===== src/rtl/phase_seq_pkg.sv =====
package phase_seq_pkg;

    typedef enum logic [3:0] {
        ST_IDLE,
        ST_REQ_CHK,
        ST_SYNC_LO,
        ST_SYNC_HI,
        ST_CLAMP,
        ST_SETTLE,
        ST_POLL,
        ST_CLASSIFY,
        ST_REQ_CHK2,
        ST_SYNC2_LO,
        ST_SYNC2_HI,
        ST_BURST,
        ST_GAP,
        ST_EVAL
    } seq_state_t;

    localparam int UNITS_W = 8;

endpackage


===== src/rtl/phase_unit_timer.sv =====
module phase_unit_timer #(
    parameter int UNIT_CYC = 4,
    parameter int UNITS_W  = 8
) (
    input  logic               clk,
    input  logic               rst_n,
    input  logic               load_i,
    input  logic [UNITS_W-1:0] units_i,
    output logic               done_o
);
    localparam int MAX_CYC = ((1 << UNITS_W) - 1) * UNIT_CYC;
    localparam int CNT_W   = $clog2(MAX_CYC + 1);

    logic [CNT_W-1:0] cnt_q;

    // Down-counter: a load of N units keeps done_o low for N*UNIT_CYC-1 cycles
    always_ff @(posedge clk or negedge rst_n) begin
        if (!rst_n) begin
            cnt_q <= '0;
        end else if (load_i) begin
            cnt_q <= CNT_W'(int'(units_i) * UNIT_CYC - 1);
        end else if (cnt_q != '0) begin
            cnt_q <= cnt_q - 1'b1;
        end
    end

    assign done_o = (cnt_q == '0);


    tmr_idle_load_chk: assert property (@(posedge clk) disable iff (!rst_n)
        load_i |-> (cnt_q == '0));

endmodule


===== src/rtl/phase_tally.sv =====
module phase_tally #(
    parameter int ROUNDS   = 16,
    parameter int OFFSET_W = 8
) (
    input  logic                             clk,
    input  logic                             rst_n,
    input  logic                             clr_i,
    input  logic                             upd_i,
    input  logic                             much_i,
    output logic [$clog2(ROUNDS+1)-1:0]      much_cnt_o,
    output logic [$clog2(ROUNDS+1)-1:0]      little_cnt_o,
    output logic [OFFSET_W-1:0]              offset_o
);
    localparam int CW = $clog2(ROUNDS + 1);
    localparam logic [OFFSET_W-1:0] OFF_INIT = OFFSET_W'(1) << (OFFSET_W - 1);
    localparam logic [OFFSET_W-1:0] OFF_MAX  = '1;

    logic [CW-1:0]       much_q, little_q;
    logic [OFFSET_W-1:0] off_q;

    always_ff @(posedge clk or negedge rst_n) begin
        if (!rst_n) begin
            much_q   <= '0;
            little_q <= '0;
        end else if (clr_i) begin
            much_q   <= '0;
            little_q <= '0;
        end else if (upd_i) begin
            if (much_i && much_q != CW'(ROUNDS)) begin
                much_q <= much_q + 1'b1;
            end else if (!much_i && little_q != CW'(ROUNDS)) begin
                little_q <= little_q + 1'b1;
            end
        end
    end

    // Saturating offset: never steps onto zero from either side
    always_ff @(posedge clk or negedge rst_n) begin
        if (!rst_n) begin
            off_q <= OFF_INIT;
        end else if (upd_i) begin
            if (much_i && off_q > OFFSET_W'(1)) begin
                off_q <= off_q - 1'b1;
            end else if (!much_i && off_q != OFF_MAX) begin
                off_q <= off_q + 1'b1;
            end
        end
    end

    assign much_cnt_o   = much_q;
    assign little_cnt_o = little_q;
    assign offset_o     = off_q;


    offset_nonzero_chk: assert property (@(posedge clk) disable iff (!rst_n)
        off_q != '0);


    offset_step_chk: assert property (@(posedge clk) disable iff (!rst_n)
        (off_q != $past(off_q)) |->
            ((off_q - $past(off_q) == OFFSET_W'(1)) || ($past(off_q) - off_q == OFFSET_W'(1))));

endmodule


===== src/rtl/phase_align_seq.sv =====
module phase_align_seq
    import phase_seq_pkg::*;
#(
    parameter int ROUNDS       = 16,
    parameter int UNIT_CYC     = 4,
    parameter int CLAMP_UNITS  = 57,
    parameter int SETTLE_UNITS = 30,
    parameter int POLL_LIMIT   = 50,
    parameter int BURST_UNITS  = 2,
    parameter int GAP_UNITS    = 37,
    parameter int OFFSET_W     = 8
) (
    input  logic                clk,
    input  logic                rst_n,
    input  logic                go_i,
    input  logic                phase_req_i,
    input  logic                sync_i,
    input  logic                aligned_i,
    input  logic                jet_active_i,
    input  logic [1:0]          rest_code_i,
    output logic                clamp_n_o,
    output logic [1:0]          ctrl_code_o,
    output logic                busy_o,
    output logic                pass_o,
    output logic                fault_under_o,
    output logic                fault_over_o,
    output logic                phase_fault_o,
    output logic                warn_o,
    output logic                hv_on_o,
    output logic                ready_o,
    output logic [OFFSET_W-1:0] offset_o
);
    localparam int CW = $clog2(ROUNDS + 1);
    localparam int PW = $clog2(POLL_LIMIT + 1);

    seq_state_t state_q, nxt;

    logic               tmr_load, tmr_done;
    logic [UNITS_W-1:0] tmr_units;
    logic               tally_clr, tally_upd;
    logic [CW-1:0]      much_cnt, little_cnt, rounds_q;
    logic [PW-1:0]      poll_q;
    logic               much_q, poll_last;
    logic               busy_q, pass_q, under_q, over_q;
    logic               flag_q, warn_q, hv_q, ready_q;
    logic               under_cond, over_cond;

    assign poll_last  = (poll_q == PW'(POLL_LIMIT - 1));
    assign under_cond = (much_cnt >= CW'(ROUNDS));
    assign over_cond  = !under_cond && (little_cnt >= CW'(ROUNDS));

    phase_unit_timer #(.UNIT_CYC(UNIT_CYC), .UNITS_W(UNITS_W)) u_timer (
        .clk     (clk),
        .rst_n   (rst_n),
        .load_i  (tmr_load),
        .units_i (tmr_units),
        .done_o  (tmr_done)
    );

    phase_tally #(.ROUNDS(ROUNDS), .OFFSET_W(OFFSET_W)) u_tally (
        .clk          (clk),
        .rst_n        (rst_n),
        .clr_i        (tally_clr),
        .upd_i        (tally_upd),
        .much_i       (much_q),
        .much_cnt_o   (much_cnt),
        .little_cnt_o (little_cnt),
        .offset_o     (offset_o)
    );

    // Next-state and timer-load decode
    always_comb begin
        nxt       = state_q;
        tmr_load  = 1'b0;
        tmr_units = '0;
        tally_clr = 1'b0;
        tally_upd = 1'b0;
        unique case (state_q)
            ST_IDLE: if (go_i) begin
                nxt       = ST_REQ_CHK;
                tally_clr = 1'b1;
            end
            ST_REQ_CHK:  nxt = phase_req_i ? ST_SYNC_LO : ST_IDLE;
            ST_SYNC_LO:  if (!sync_i) nxt = ST_SYNC_HI;
            ST_SYNC_HI: if (sync_i) begin
                nxt       = ST_CLAMP;
                tmr_load  = 1'b1;
                tmr_units = UNITS_W'(CLAMP_UNITS);
            end
            ST_CLAMP: if (tmr_done) begin
                nxt       = ST_SETTLE;
                tmr_load  = 1'b1;
                tmr_units = UNITS_W'(SETTLE_UNITS);
            end
            ST_SETTLE:   if (tmr_done) nxt = ST_POLL;
            ST_POLL:     if (aligned_i || poll_last) nxt = ST_CLASSIFY;
            ST_CLASSIFY: begin
                nxt       = ST_REQ_CHK2;
                tally_upd = 1'b1;
            end
            ST_REQ_CHK2: nxt = phase_req_i ? ST_SYNC2_LO : ST_IDLE;
            ST_SYNC2_LO: if (!sync_i) nxt = ST_SYNC2_HI;
            ST_SYNC2_HI: if (sync_i) begin
                nxt       = ST_BURST;
                tmr_load  = 1'b1;
                tmr_units = UNITS_W'(BURST_UNITS);
            end
            ST_BURST: if (tmr_done) begin
                nxt       = ST_GAP;
                tmr_load  = 1'b1;
                tmr_units = UNITS_W'(GAP_UNITS);
            end
            ST_GAP: if (tmr_done) nxt = (rounds_q == CW'(1)) ? ST_EVAL : ST_REQ_CHK;
            ST_EVAL: begin
                nxt       = ST_IDLE;
                tally_clr = 1'b1;
            end
            default: nxt = ST_IDLE;
        endcase
    end

    // State register
    always_ff @(posedge clk or negedge rst_n) begin
        if (!rst_n) state_q <= ST_IDLE;
        else        state_q <= nxt;
    end

    // Round bookkeeping and registered outputs
    always_ff @(posedge clk or negedge rst_n) begin
        if (!rst_n) begin
            rounds_q <= '0;
            poll_q   <= '0;
            much_q   <= 1'b0;
            busy_q   <= 1'b0;
            pass_q   <= 1'b0;
            under_q  <= 1'b0;
            over_q   <= 1'b0;
            flag_q   <= 1'b0;
            warn_q   <= 1'b0;
            hv_q     <= 1'b0;
            ready_q  <= 1'b0;
        end else begin
            pass_q  <= 1'b0;
            under_q <= 1'b0;
            over_q  <= 1'b0;
            if (state_q == ST_IDLE && go_i) begin
                rounds_q <= CW'(ROUNDS);
                hv_q     <= 1'b1;
            end
            if (state_q == ST_GAP && tmr_done) rounds_q <= rounds_q - 1'b1;
            if (state_q == ST_POLL) begin
                poll_q <= poll_q + 1'b1;
                much_q <= aligned_i;
            end else begin
                poll_q <= '0;
            end
            if (nxt == ST_CLAMP)     busy_q <= 1'b1;
            else if (nxt == ST_IDLE) busy_q <= 1'b0;
            if (state_q == ST_EVAL) begin
                if (under_cond || over_cond) begin
                    if (!flag_q) begin
                        under_q <= under_cond;
                        over_q  <= over_cond;
                        flag_q  <= 1'b1;
                        warn_q  <= 1'b1;
                        hv_q    <= 1'b0;
                    end
                end else if (!jet_active_i) begin
                    pass_q  <= 1'b1;
                    ready_q <= 1'b1;
                end
            end
        end
    end

    assign clamp_n_o     = (state_q != ST_CLAMP);
    assign ctrl_code_o   = (state_q == ST_BURST) ? {much_q, 1'b0} : rest_code_i;
    assign busy_o        = busy_q;
    assign pass_o        = pass_q;
    assign fault_under_o = under_q;
    assign fault_over_o  = over_q;
    assign phase_fault_o = flag_q;
    assign warn_o        = warn_q;
    assign hv_on_o       = hv_q;
    assign ready_o       = ready_q;


    clamp_in_busy_chk: assert property (@(posedge clk) disable iff (!rst_n)
        !clamp_n_o |-> busy_o);


    burst_in_busy_chk: assert property (@(posedge clk) disable iff (!rst_n)
        (state_q == ST_BURST) |-> busy_o);


    pass_excl_chk: assert property (@(posedge clk) disable iff (!rst_n)
        pass_o |-> !(fault_under_o || fault_over_o));


    fault_excl_chk: assert property (@(posedge clk) disable iff (!rst_n)
        !(fault_under_o && fault_over_o));


    flag_rise_chk: assert property (@(posedge clk) disable iff (!rst_n)
        $rose(phase_fault_o) |-> (fault_under_o || fault_over_o));


    fault_hv_chk: assert property (@(posedge clk) disable iff (!rst_n)
        (fault_under_o || fault_over_o) |-> (!hv_on_o && warn_o));

endmodule


===== config.mk =====
export PLATFORM = sky130hd
export DESIGN_NAME = phase_align_seq
export DESIGN_NICKNAME = d
export VERILOG_FILES = /design/src/rtl/phase_seq_pkg.sv /design/src/rtl/phase_unit_timer.sv /design/src/rtl/phase_tally.sv /design/src/rtl/phase_align_seq.sv
export SDC_FILE = /design/constraint.sdc
export NUM_CORES = 1
export LEC_CHECK = 0
export ABC_CLOCK_PERIOD_IN_PS = 4900
export BUFFER_PORTS_ARGS = -buffer_cell sky130_fd_sc_hd__buf_2
export CORE_ASPECT_RATIO = 0.6
export CORE_MARGIN = 4
export CORE_UTILIZATION = 24
export CTS_CLUSTER_SIZE = 10
export DETAILED_ROUTE_END_ITERATION = 8
export PLACE_DENSITY_LB_ADDON = 0.08
export SLEW_MARGIN = 0
export SYNTH_ARGS = -nofsm -noshare
export SYNTH_HDL_FRONTEND = slang
export SYNTH_HIERARCHICAL = 1
export SYNTH_SLANG_ARGS = --single-unit

===== constraint.sdc =====
create_clock -name clk -period 4.9 [get_ports clk]
set_input_delay 0.735 -clock clk [delete_from_list [all_inputs] [get_ports clk]]
set_output_delay 0.735 -clock clk [all_outputs]
set_load 0.05 [all_outputs]

==> results.tsv <==
metric	value	unit
status	finished, final reports clean	
Finished Layout Cells	525	
Worst Tran Pin Value	0.9149	ns
WL final	7321	microns
Antenna Nets Post-Route	0	
max-cap violations	0	
met3 wire length	332	microns
Layout Nets	381	
gr usage total	10.46	%
final setup TNS	0	ns
r2r setup slk	1.47	ns
main combinational cell family by area after synthesis	simple AND/OR/NAND/NOR gates	
Worst Hold Launch	warn_o	
Die ar.	0.01479	sq mm
critical path's largest stage delay	0.71	ns
CTS tree	done	
DR vias/cell	4.560	
pwr dens	553.0	mW/mm^2
Clock Latency Late Sink	0.30	ns
reg-to-reg endpoint	u_timer/cnt_q[5]	
worst-path cell chain	inv_1, ha_1, or4b_1, nor3b_4, buf_4, mux2i_1, nor3_1, or2_2, inv_1, a21o_1, o31ai_1	
post-CTS setup buffer count	0	
reg2reg path depth	11	
Post-Synth XOR/XNOR Area	8.232	%
Worst Hold End	warn_o	
synth warn	6	
DP HPWL	5390	microns
Tcrit/Tclk final	69.97	%
cell count after synthesis	331	
hold buffer count at CTS	0	
Worst EP arrival	3.63	ns
commonest non-fill, non-tap cell in the layout	dfrtp_1	
routed length per instance	13.94	microns
CP Capture Type	flop	
routability congestion estimate	0.8255	
# H-tree levels	2	
first-pass GRT wire length	12260	microns
Die Ht	95.83	microns
row count	31	
r2r startpoint	u_timer/cnt_q[0]	
TritonRoute pass-1 iters	4	
Post-Synth Simple-Gate Area	23.03	%
Rel. slew slack	38.53	%
pin count of the biggest net entering global routing	53	
ant diodes	0	
final hold violations	0	
static leakage	1.583	nW
most frequent cells in the layout	51 x dfrtp_1, 40 x nor2_1, 27 x buf_2, 24 x nand2_1, 20 x inv_1	
fin. max-slew vios	0	
CTS root buf	clkbuf_16	
met1 WL	4360	microns
Crit path top cell by count	inv_1	
initial core utilization	25.09	%
post-synthesis adder-cell area fraction	5.272	%
vias in the first global route	2248	
clk sink count	52	
Core Util, Final	28.75	%
Port-buffer cells	27	
Synth Flop Type	dfrtp_1	
initial antenna violation count	0	
Yosys reg bits	52	
# DRC	0	
clock slew at reported path FFs	0.08	ns
hold path cells	1	
Fmax	291.7	MHz
CTS max path bufs	2	
Post-synth ARST share	100.0	%
Cells after DPL	517	
layout cells sized above 1	16.11	%
final setup vio count	0	
Seq/Total Area, Yosys	42.21	%
Avg Cell Area, Syn	9.322	sq um
required time worst endpoint	5.11	ns
unrepaired setup endpoints after global routing	false	
Core ar.	0.01230	sq mm
mux cell area share after synthesis	4.217	%
Fill cells	1303	
GR Overflow Total	0	
VDD IR max	0.2226	mV
Layout area overhead	14.56	%
post-cts sizing count	0	
Worst path slowest cell	nor3_1	
crit start category	flop	
Distinct cells, synth	62	
met2 wire len	2567	microns
Fin Clk Skew	0.006017	ns
Synth Cell Area	0.003085	sq mm
CTS buffer count	5	
crit path max fanout	15	
number of DRC markers in iteration 0	153	
fin crit period	3.429	ns
IO Count	28	
EDFF count, synth	0	
die width	154.4	microns
Synth Area in Compound Gates	12.21	%
hold crit path type	reg -> reg	
DR vias	2394	
Design Power	0.001955	W
CP Class	reg -> reg	
highest routed layer	met4	
-- area by class of cell --
class                           count  area (sq um)  share of cell area [%]
Sequential cell                    52          1303                   36.85
Clock buffer                        5         125.1                   3.540
Clock inverter                      3         26.28                  0.7434
Multi-Input combinational cell    250          1645                   46.55
Tap cell                          165         206.4                   5.841
Timing Repair Buffer               29         150.1                   4.248
Inverter                           21         78.83                   2.230
-- cells in the mapped netlist (all sizes together) (3+ instances only) --
master   n  area (sq um)
nor2b    7         43.79
o22ai    4         25.02
or4      3         22.52
inv     21         78.82
nand3   12         65.06
nand2b   3         18.77
o21bai   3         26.27
ha      13         162.7
xor2    16         140.1
o21ai   12         60.05
o21a     4         30.03
mux2     5         60.05
dfrtp   51          1276
nor4     5         31.28
mux2i    7         70.07
nor3    13         70.07
o31ai    3         22.52
or3      4         25.02
and2     3         18.77
nand4    7         43.79
and3     3         20.02
nand2   24         90.09
a21oi   13         68.82
buf      9         62.55
or2      5         31.28
nor2    41         156.4
xnor2   13         113.9
-- report_power, final --
group / internal, W / switching [W]
registers: 0.000560 / 0.000189
clock network: 0.000195 / 0.000176
logic: 0.000316 / 0.000519
total: 0.00107 / 0.000884
-- how the worst max path moves through the flow --
stage | slack, ns | to | from
6_report | 1.47 | u_timer/cnt_q[5] | u_timer/cnt_q[0]
5_1_grt | 1.13 | u_timer/cnt_q[8] | u_timer/cnt_q[0]
4_1_cts | 1.47 | u_timer/cnt_q[5] | u_timer/cnt_q[0]
3_5_place_dp | 1.47 | u_timer/cnt_q[5] | u_timer/cnt_q[0]
3_3_place_gp | 1.57 | u_timer/cnt_q[5] | u_timer/cnt_q[0]
2_1_floorplan | 1.58 | u_timer/cnt_q[5] | u_timer/cnt_q[0]
-- critical path: cells and delay by family, from the launching register on --
family,cells,cell delay [ns]
simple gates,4,1.91
buf+inv,3,0.49
flops,1,0.39
compound gates,2,0.25
fa+ha+maj,1,0.20
mux,1,0.10
-- cell families after synthesis --
| family | count (synthesis) |
|---|---|
| and+or+nand+nor | 137 |
| AOI/OAI and AO/OA | 56 |
| DFF | 52 |
| buffers and inverters | 31 |
| xor gates and xnor gates | 29 |
| adders and majority gates | 13 |
| muxes | 12 |
| other | 1 |
-- stage by stage --
step	hold slack [ns]	worst slack (ns)	area [sq um]
global route	0.4792	1.127	3535
floorplan	0.4394	1.575	3093
global placement	0.4461	1.570	3383
detailed placement	0.4562	1.474	3383
finish	0.4647	1.471	3535
CTS	0.4757	1.469	3535
-- metal layers --
metal,vias up,GRT usage [%]
li1,1202,-
met1,1135,17.23
met2,50,12.88
met3,7,2.830
met4,0,2.204
met5,-,0
-- flip-flops by register name (all words and copies together) (netlist names), 4 cells and up --
| name | flops |
|---|---|
| rounds_q | 5 |
| poll_q | 6 |
| u_tally/offset_o | 8 |
| u_tally/much_cnt_o | 5 |
| u_timer/cnt_q | 10 |
| state_q | 4 |
| u_tally/little_cnt_o | 5 |
Power figures use the tool's default switching activity.
